`config.mk`:
```
export PLATFORM = sky130hd
export DESIGN_NAME = hpt_walker
export DESIGN_NICKNAME = d
export VERILOG_FILES = /design/src/rtl/hpt_pkg.sv /design/src/rtl/hpt_fold.sv /design/src/rtl/hpt_anchor_table.sv /design/src/rtl/hpt_entry_table.sv /design/src/rtl/hpt_walker.sv
export SDC_FILE = /design/constraint.sdc
export NUM_CORES = 2
export LEC_CHECK = 0
export ABC_AREA = 0
export BUFFER_PORTS_ARGS = -buffer_cell sky130_fd_sc_hd__buf_2
export CORE_MARGIN = 2
export CORE_UTILIZATION = 65
export CTS_CLUSTER_DIAMETER = 200
export DETAILED_ROUTE_END_ITERATION = 7
export GPL_ROUTABILITY_DRIVEN = 0
export HOLD_SLACK_MARGIN = 0.08
export PLACE_DENSITY = 0.86
export SLEW_MARGIN = 10
export SYNTH_ARGS = -nofsm -noshare
export SYNTH_HDL_FRONTEND = slang
export SYNTH_SLANG_ARGS = --single-unit
```
`constraint.sdc`:
```
create_clock -name clk -period 5.3 [get_ports clk]
set_input_delay 1.06 -clock clk [delete_from_list [all_inputs] [get_ports clk]]
set_output_delay 1.06 -clock clk [all_outputs]
set_load 0.005 [all_outputs]
```
`src/rtl/hpt_pkg.sv`:
```
package hpt_pkg;

    // Walk controller states
    typedef enum logic [1:0] {
        ST_IDLE   = 2'd0,
        ST_ANCHOR = 2'd1,
        ST_PROBE  = 2'd2,
        ST_RESP   = 2'd3
    } walk_state_t;

endpackage

```
`src/rtl/hpt_fold.sv`:
```
// XOR fold of a wide key down to OUT_W bits, lowest slice first.
module hpt_fold #(
    parameter int IN_W  = 28,
    parameter int OUT_W = 6
) (
    input  logic [IN_W-1:0]  key,
    output logic [OUT_W-1:0] folded
);
    localparam int SLICES = (IN_W + OUT_W - 1) / OUT_W;
    localparam int PAD_W  = SLICES * OUT_W;

    logic [PAD_W-1:0] padded;
    logic [OUT_W-1:0] part [SLICES];

    always_comb begin
        padded = '0;
        padded[IN_W-1:0] = key;
    end

    genvar s;
    generate
        for (s = 0; s < SLICES; s++) begin : g_slice
            if (s == 0) begin : g_first
                assign part[s] = padded[OUT_W-1:0];
            end else begin : g_rest
                assign part[s] = part[s-1] ^ padded[s*OUT_W +: OUT_W];
            end
        end
    endgenerate

    assign folded = part[SLICES-1];
endmodule

```
`src/rtl/hpt_anchor_table.sv`:
```
// Anchor table: one pointer per hash bucket, reset to the null pointer.
module hpt_anchor_table #(
    parameter int ANCHOR_W = 6,
    parameter int PTR_W    = 6
) (
    input  logic                clk,
    input  logic                rst_n,
    input  logic                wr_en,
    input  logic [ANCHOR_W-1:0] wr_addr,
    input  logic [PTR_W-1:0]    wr_ptr,
    input  logic [ANCHOR_W-1:0] rd_addr,
    output logic [PTR_W-1:0]    rd_ptr
);
    localparam int DEPTH = 1 << ANCHOR_W;

    logic [PTR_W-1:0] slot [DEPTH];

    always_ff @(posedge clk or negedge rst_n) begin
        if (!rst_n) begin
            for (int i = 0; i < DEPTH; i++) begin
                slot[i] <= '1;
            end
        end else if (wr_en) begin
            slot[wr_addr] <= wr_ptr;
        end
    end

    assign rd_ptr = slot[rd_addr];
endmodule

```
`src/rtl/hpt_entry_table.sv`:
```
// Frame table: owner, page and chain link per physical frame.
module hpt_entry_table #(
    parameter int FRAME_W = 5,
    parameter int PID_W   = 8,
    parameter int VPN_W   = 20,
    parameter int PTR_W   = 6
) (
    input  logic               clk,
    input  logic               rst_n,
    input  logic               wr_en,
    input  logic [FRAME_W-1:0] wr_addr,
    input  logic [PID_W-1:0]   wr_pid,
    input  logic [VPN_W-1:0]   wr_vpn,
    input  logic [PTR_W-1:0]   wr_next,
    input  logic [FRAME_W-1:0] rd_addr,
    output logic [PID_W-1:0]   rd_pid,
    output logic [VPN_W-1:0]   rd_vpn,
    output logic [PTR_W-1:0]   rd_next
);
    localparam int DEPTH = 1 << FRAME_W;

    logic [PID_W-1:0] own_mem  [DEPTH];
    logic [VPN_W-1:0] page_mem [DEPTH];
    logic [PTR_W-1:0] link_mem [DEPTH];

    always_ff @(posedge clk or negedge rst_n) begin
        if (!rst_n) begin
            for (int i = 0; i < DEPTH; i++) begin
                own_mem[i]  <= '0;
                page_mem[i] <= '0;
                link_mem[i] <= '1;
            end
        end else if (wr_en) begin
            own_mem[wr_addr]  <= wr_pid;
            page_mem[wr_addr] <= wr_vpn;
            link_mem[wr_addr] <= wr_next;
        end
    end

    assign rd_pid  = own_mem[rd_addr];
    assign rd_vpn  = page_mem[rd_addr];
    assign rd_next = link_mem[rd_addr];
endmodule

```
`src/rtl/hpt_walker.sv`:
```
// Hashed inverted page table walker (top).
module hpt_walker
    import hpt_pkg::*;
#(
    parameter int PID_W    = 8,
    parameter int VPN_W    = 20,
    parameter int OFF_W    = 12,
    parameter int FRAME_W  = 5,
    parameter int ANCHOR_W = 6   // must be >= FRAME_W
) (
    input  logic                       clk,
    input  logic                       rst_n,
    input  logic                       req_valid,
    input  logic [PID_W-1:0]           req_pid,
    input  logic [VPN_W-1:0]           req_vpn,
    input  logic [OFF_W-1:0]           req_off,
    output logic                       busy,
    output logic                       done,
    output logic                       fault,
    output logic [FRAME_W+OFF_W-1:0]   paddr,
    output logic [FRAME_W:0]           visits,
    input  logic                       anc_we,
    input  logic [ANCHOR_W-1:0]        anc_addr,
    input  logic [FRAME_W:0]           anc_ptr,
    input  logic                       pte_we,
    input  logic [FRAME_W-1:0]         pte_addr,
    input  logic [PID_W-1:0]           pte_pid,
    input  logic [VPN_W-1:0]           pte_vpn,
    input  logic [FRAME_W:0]           pte_next
);
    localparam int FRAMES = 1 << FRAME_W;
    localparam int PTR_W  = FRAME_W + 1;
    localparam int VIS_W  = FRAME_W + 1;
    localparam int KEY_W  = PID_W + VPN_W;
    localparam logic [PTR_W-1:0] PTR_LIMIT = PTR_W'(FRAMES);
    localparam logic [VIS_W-1:0] VIS_LIMIT = VIS_W'(FRAMES);

    walk_state_t state, state_nx;

    // Latched request
    logic [PID_W-1:0]   lat_pid;
    logic [VPN_W-1:0]   lat_vpn;
    logic [OFF_W-1:0]   lat_off;
    logic [PTR_W-1:0]   cur_ptr;
    logic [VIS_W-1:0]   vis_cnt;

    // Result registers
    logic               res_fault;
    logic [FRAME_W-1:0] res_frame;
    logic [OFF_W-1:0]   res_off;
    logic [VIS_W-1:0]   res_vis;

    // Table read paths
    logic [ANCHOR_W-1:0] bucket;
    logic [PTR_W-1:0]    anc_rd;
    logic [PID_W-1:0]    ent_pid;
    logic [VPN_W-1:0]    ent_vpn;
    logic [PTR_W-1:0]    ent_next;

    // Decisions
    logic               anc_ok;
    logic               link_ok;
    logic               hit;
    logic [VIS_W-1:0]   vis_inc;
    logic               limit_reached;

    hpt_fold #(
        .IN_W  (KEY_W),
        .OUT_W (ANCHOR_W)
    ) u_fold (
        .key    ({lat_pid, lat_vpn}),
        .folded (bucket)
    );

    hpt_anchor_table #(
        .ANCHOR_W (ANCHOR_W),
        .PTR_W    (PTR_W)
    ) u_anchor (
        .clk     (clk),
        .rst_n   (rst_n),
        .wr_en   (anc_we),
        .wr_addr (anc_addr),
        .wr_ptr  (anc_ptr),
        .rd_addr (bucket),
        .rd_ptr  (anc_rd)
    );

    hpt_entry_table #(
        .FRAME_W (FRAME_W),
        .PID_W   (PID_W),
        .VPN_W   (VPN_W),
        .PTR_W   (PTR_W)
    ) u_entries (
        .clk     (clk),
        .rst_n   (rst_n),
        .wr_en   (pte_we),
        .wr_addr (pte_addr),
        .wr_pid  (pte_pid),
        .wr_vpn  (pte_vpn),
        .wr_next (pte_next),
        .rd_addr (cur_ptr[FRAME_W-1:0]),
        .rd_pid  (ent_pid),
        .rd_vpn  (ent_vpn),
        .rd_next (ent_next)
    );

    assign anc_ok        = (anc_rd < PTR_LIMIT);
    assign link_ok       = (ent_next < PTR_LIMIT);
    assign hit           = (ent_pid == lat_pid) && (ent_vpn == lat_vpn);
    assign vis_inc       = vis_cnt + VIS_W'(1);
    assign limit_reached = (vis_inc >= VIS_LIMIT);

    // Next-state logic
    always_comb begin
        state_nx = state;
        unique case (state)
            ST_IDLE:   if (req_valid) state_nx = ST_ANCHOR;
            ST_ANCHOR: state_nx = anc_ok ? ST_PROBE : ST_RESP;
            ST_PROBE: begin
                if (hit || !link_ok || limit_reached) state_nx = ST_RESP;
            end
            ST_RESP:   state_nx = ST_IDLE;
            default:   state_nx = ST_IDLE;
        endcase
    end

    // State register
    always_ff @(posedge clk or negedge rst_n) begin
        if (!rst_n) state <= ST_IDLE;
        else        state <= state_nx;
    end

    // Walk datapath and result capture
    always_ff @(posedge clk or negedge rst_n) begin
        if (!rst_n) begin
            lat_pid   <= '0;
            lat_vpn   <= '0;
            lat_off   <= '0;
            cur_ptr   <= '1;
            vis_cnt   <= '0;
            res_fault <= 1'b0;
            res_frame <= '0;
            res_off   <= '0;
            res_vis   <= '0;
        end else begin
            unique case (state)
                ST_IDLE: begin
                    if (req_valid) begin
                        lat_pid <= req_pid;
                        lat_vpn <= req_vpn;
                        lat_off <= req_off;
                        vis_cnt <= '0;
                    end
                end
                ST_ANCHOR: begin
                    cur_ptr <= anc_rd;
                    if (!anc_ok) begin
                        res_fault <= 1'b1;
                        res_frame <= '0;
                        res_off   <= '0;
                        res_vis   <= '0;
                    end
                end
                ST_PROBE: begin
                    vis_cnt <= vis_inc;
                    cur_ptr <= ent_next;
                    if (hit) begin
                        res_fault <= 1'b0;
                        res_frame <= cur_ptr[FRAME_W-1:0];
                        res_off   <= lat_off;
                        res_vis   <= vis_inc;
                    end else if (!link_ok || limit_reached) begin
                        res_fault <= 1'b1;
                        res_frame <= '0;
                        res_off   <= '0;
                        res_vis   <= vis_inc;
                    end
                end
                ST_RESP: begin
                    vis_cnt <= '0;
                end
                default: begin
                    vis_cnt <= '0;
                end
            endcase
        end
    end

    // Outputs decoded from state
    always_comb begin
        busy = 1'b1;
        done = 1'b0;
        unique case (state)
            ST_IDLE:   busy = 1'b0;
            ST_ANCHOR: busy = 1'b1;
            ST_PROBE:  busy = 1'b1;
            ST_RESP:   done = 1'b1;
            default:   busy = 1'b0;
        endcase
    end

    assign fault  = res_fault;
    assign paddr  = {res_frame, res_off};
    assign visits = res_vis;
endmodule

```
==> results.yml <==
status:
  status: "complete, no violations"
clock_tree:
  cts_tree: "yes"
  cts_setup_buffers: 0
  clock_path_buffers: 3
  cts_resized: 0
  clk_latency_ps: 770
  cts_hold_buf: 0
  root_buffer: "clkbuf_16"
  clkSinkCount: 1549
  h-tree-depth: 4
  cts_made_buffers: 155
  path_clk_slew_ps: 60
timing:
  slew-limit-headroom: 0.154
  post-route-period-util: 0.909
  timing.fmax_mhz: 208
  final.setup.tns_ps: 0
  drv_slew: 0
  setup-violations-final: 0
  clock_skew_ps: 29.4
  post-route-min-period_ps: 4820
  hold_viol_final: 0
  rsz0062_at_grt: "no"
  worstMarginPinSlew_ps: 1270
synthesis:
  synth_edf_count: 0
  async_reset_ff_frac: 1.00
  synth.yosys.seq_area_share: 0.552
  synth_area_per_cell_um2: 15.5
  synth_seq_cells: 1549
  syn_area_mm2: 0.0715
  syn_nets: 4722
  synth-main-ff-cell: "dfrtp_1"
  synthCells: 4620
  synth_warnings: 0
  synthDistinctLibCells: 70
power:
  power_frac_clock: 0.239
  power_mw: 46.3
  p_int_mw: 30.0
  powerDensity_mw_per_mm2: 587
  swShare: 0.353
  leakage_nw: 34.0
  ir_worst_vdd_uv: 1160
  pwr-share-comb: 0.411
  seqPwrFrac: 0.350
  p_sw_mw: 16.3
cells_and_area:
  final_cell_mix: "mux2_2, dfrtp_1, dfstp_2"
  fin_cells: 6195
  areaGrowthSynthToFinish_pct: 10.3
  drive_above_1_share: 0.622
  final_core_util: 0.724
  mostFrequentLayoutCell: "mux2_2"
  nets: 4752
detailed_routing:
  routedLengthMet1_mm: 75.9
  wl_per_cell_um: 30.6
  drt_iter0_markers: 4264
  totalWireLength_mm: 190
  dr.max_layer_used: "met5"
  vias_per_cell: 6.92
  num_vias: 42900
  drc: 0
  ant_nets: 0
  firstDrtPassIters: 8
  met3_length_mm: 17.2
  met2WireLength_mm: 88.9
floorplan:
  io_pins: 122
  core-area_mm2: 0.109
  chipHeight_um: 336
  die-area_mm2: 0.113
  start_util: 0.656
  placementRows: 121
  die_width_um: 336
global_routing:
  grt_usage: 0.344
  grt_pass1_wl_mm: 288
  grt_max_degree: 193
  grt-ovfl-total: 0
  antenna_found_initial: 12
  grt_pass1_vias: 45300
critical_path:
  worstPathRequired_ps: 5950
  cp_max_fo: 31
  start_kind: "flip-flop"
  critPathCaptureType: "flip-flop"
  worstSetupPathType: "flip-flop to flip-flop"
  cp.arrival_ps: 5470
placement:
  io_buffers: 121
  hpwl_mm: 115
  dp_cells: 5906
job:
  cap_viol_max_count: 0
min_path:
  hold_path_class: "input port to asynchronous set/reset pin"
[Yosys cell counts (26+ instances only)]
| master | number | area share |
|---|---|---|
| mux2_2 | 1539 | 0.24 |
| nor2b_1 | 26 | 0.0023 |
| a21oi_1 | 27 | 0.0019 |
| buf_2 | 48 | 0.0034 |
| nor2_1 | 95 | 0.0050 |
| dfrtp_1 | 968 | 0.34 |
| mux2i_1 | 214 | 0.030 |
| dfstp_2 | 581 | 0.21 |
| mux4_2 | 304 | 0.096 |
| nand3_1 | 31 | 0.0022 |
| nand2_1 | 81 | 0.0043 |
| clkbuf_1 | 291 | 0.015 |
| a22oi_1 | 69 | 0.0072 |
[power by group through the flow]
| stage | Clock (mW) | Sequential [mW] | Combinational (mW) |
|---|---|---|---|
| floorplan | 0 | 15.5 | 13.9 |
| global placement | 0 | 16.1 | 18.4 |
| detailed placement | 0 | 16.3 | 18.8 |
| CTS | 11.1 | 16.1 | 19.0 |
| global route | 11.6 | 16.4 | 20.0 |
| finish | 11.1 | 16.2 | 19.1 |
[state kept, by name, indices dropped and copies added, names as in the netlist]
register            count
res_frame               5
lat_off                12
vis_cnt                 6
res_off                12
lat_vpn                20
cur_ptr                 5
u_entries.link_mem    192
u_anchor.slot         384
fault                   1
state                   2
lat_pid                 8
u_entries.page_mem    640
u_entries.own_mem     256
visits                  6
[final cells by class]
cell class,instances,area [um^2]
Clock inverter,37,475
Timing Repair Buffer,263,2040
Clock buffer,244,4620
Sequential cell,1549,39500
Antenna cell,7,17.5
Inverter,12,45.0
Multi-Input combinational cell,2669,30400
Tap cell,1414,1770
Fill cell,6462,30100
[per-layer routing]
layer,vias up,global-route usage
met4,4,0.143
met3,523,0.0833
met5,-,0
li1,17200,-
met2,2042,0.522
met1,23100,0.480
[worst paths after layout]
kind	startpoint	to	slack (ps)	cells past startpoint
setup / recovery	cur_ptr[0]	visits[1]	480	14
hold / removal	rst_n	res_off[8]	280	1
setup reg to reg	cur_ptr[0]	visits[1]	480	14
hold reg to reg	lat_off[9]	res_off[9]	480	1
max in group asynchronous	rst_n	u_entries.page_mem[550]	3500	2
min in group clk	lat_off[9]	res_off[9]	480	1
[stage by stage]
stage	cell area, um^2	hold WS [ps]	setup slack (ps)
3_5_place_dp	73800	474	544
6_report	78900	281	485
2_1_floorplan	71500	460	1740
4_1_cts	78900	335	549
3_3_place_gp	73800	469	600
5_1_grt	78900	371	275
[logic make-up after synthesis]
kind of cell	synth area share
compound gates	0.0251
xor+xnor	0.00628
flops	0.552
buf+inv	0.0251
fa+ha+maj	0.00105
mux	0.368
simple gates	0.0221
[worst max-delay path: stages (launching register included)]
cell and delay (ps):
dfstp_4 850, buf_12 320, buf_12 290, mux4_2 520, nor2b_1 140, a211oi_1 320, nor4_1 150, buf_4 180
xor2_1 150, nor4_1 300, buf_4 190, nand3_1 140, o31ai_4 370, o211ai_4 360, mux2_2 400
(Power assumes the default switching activity.)
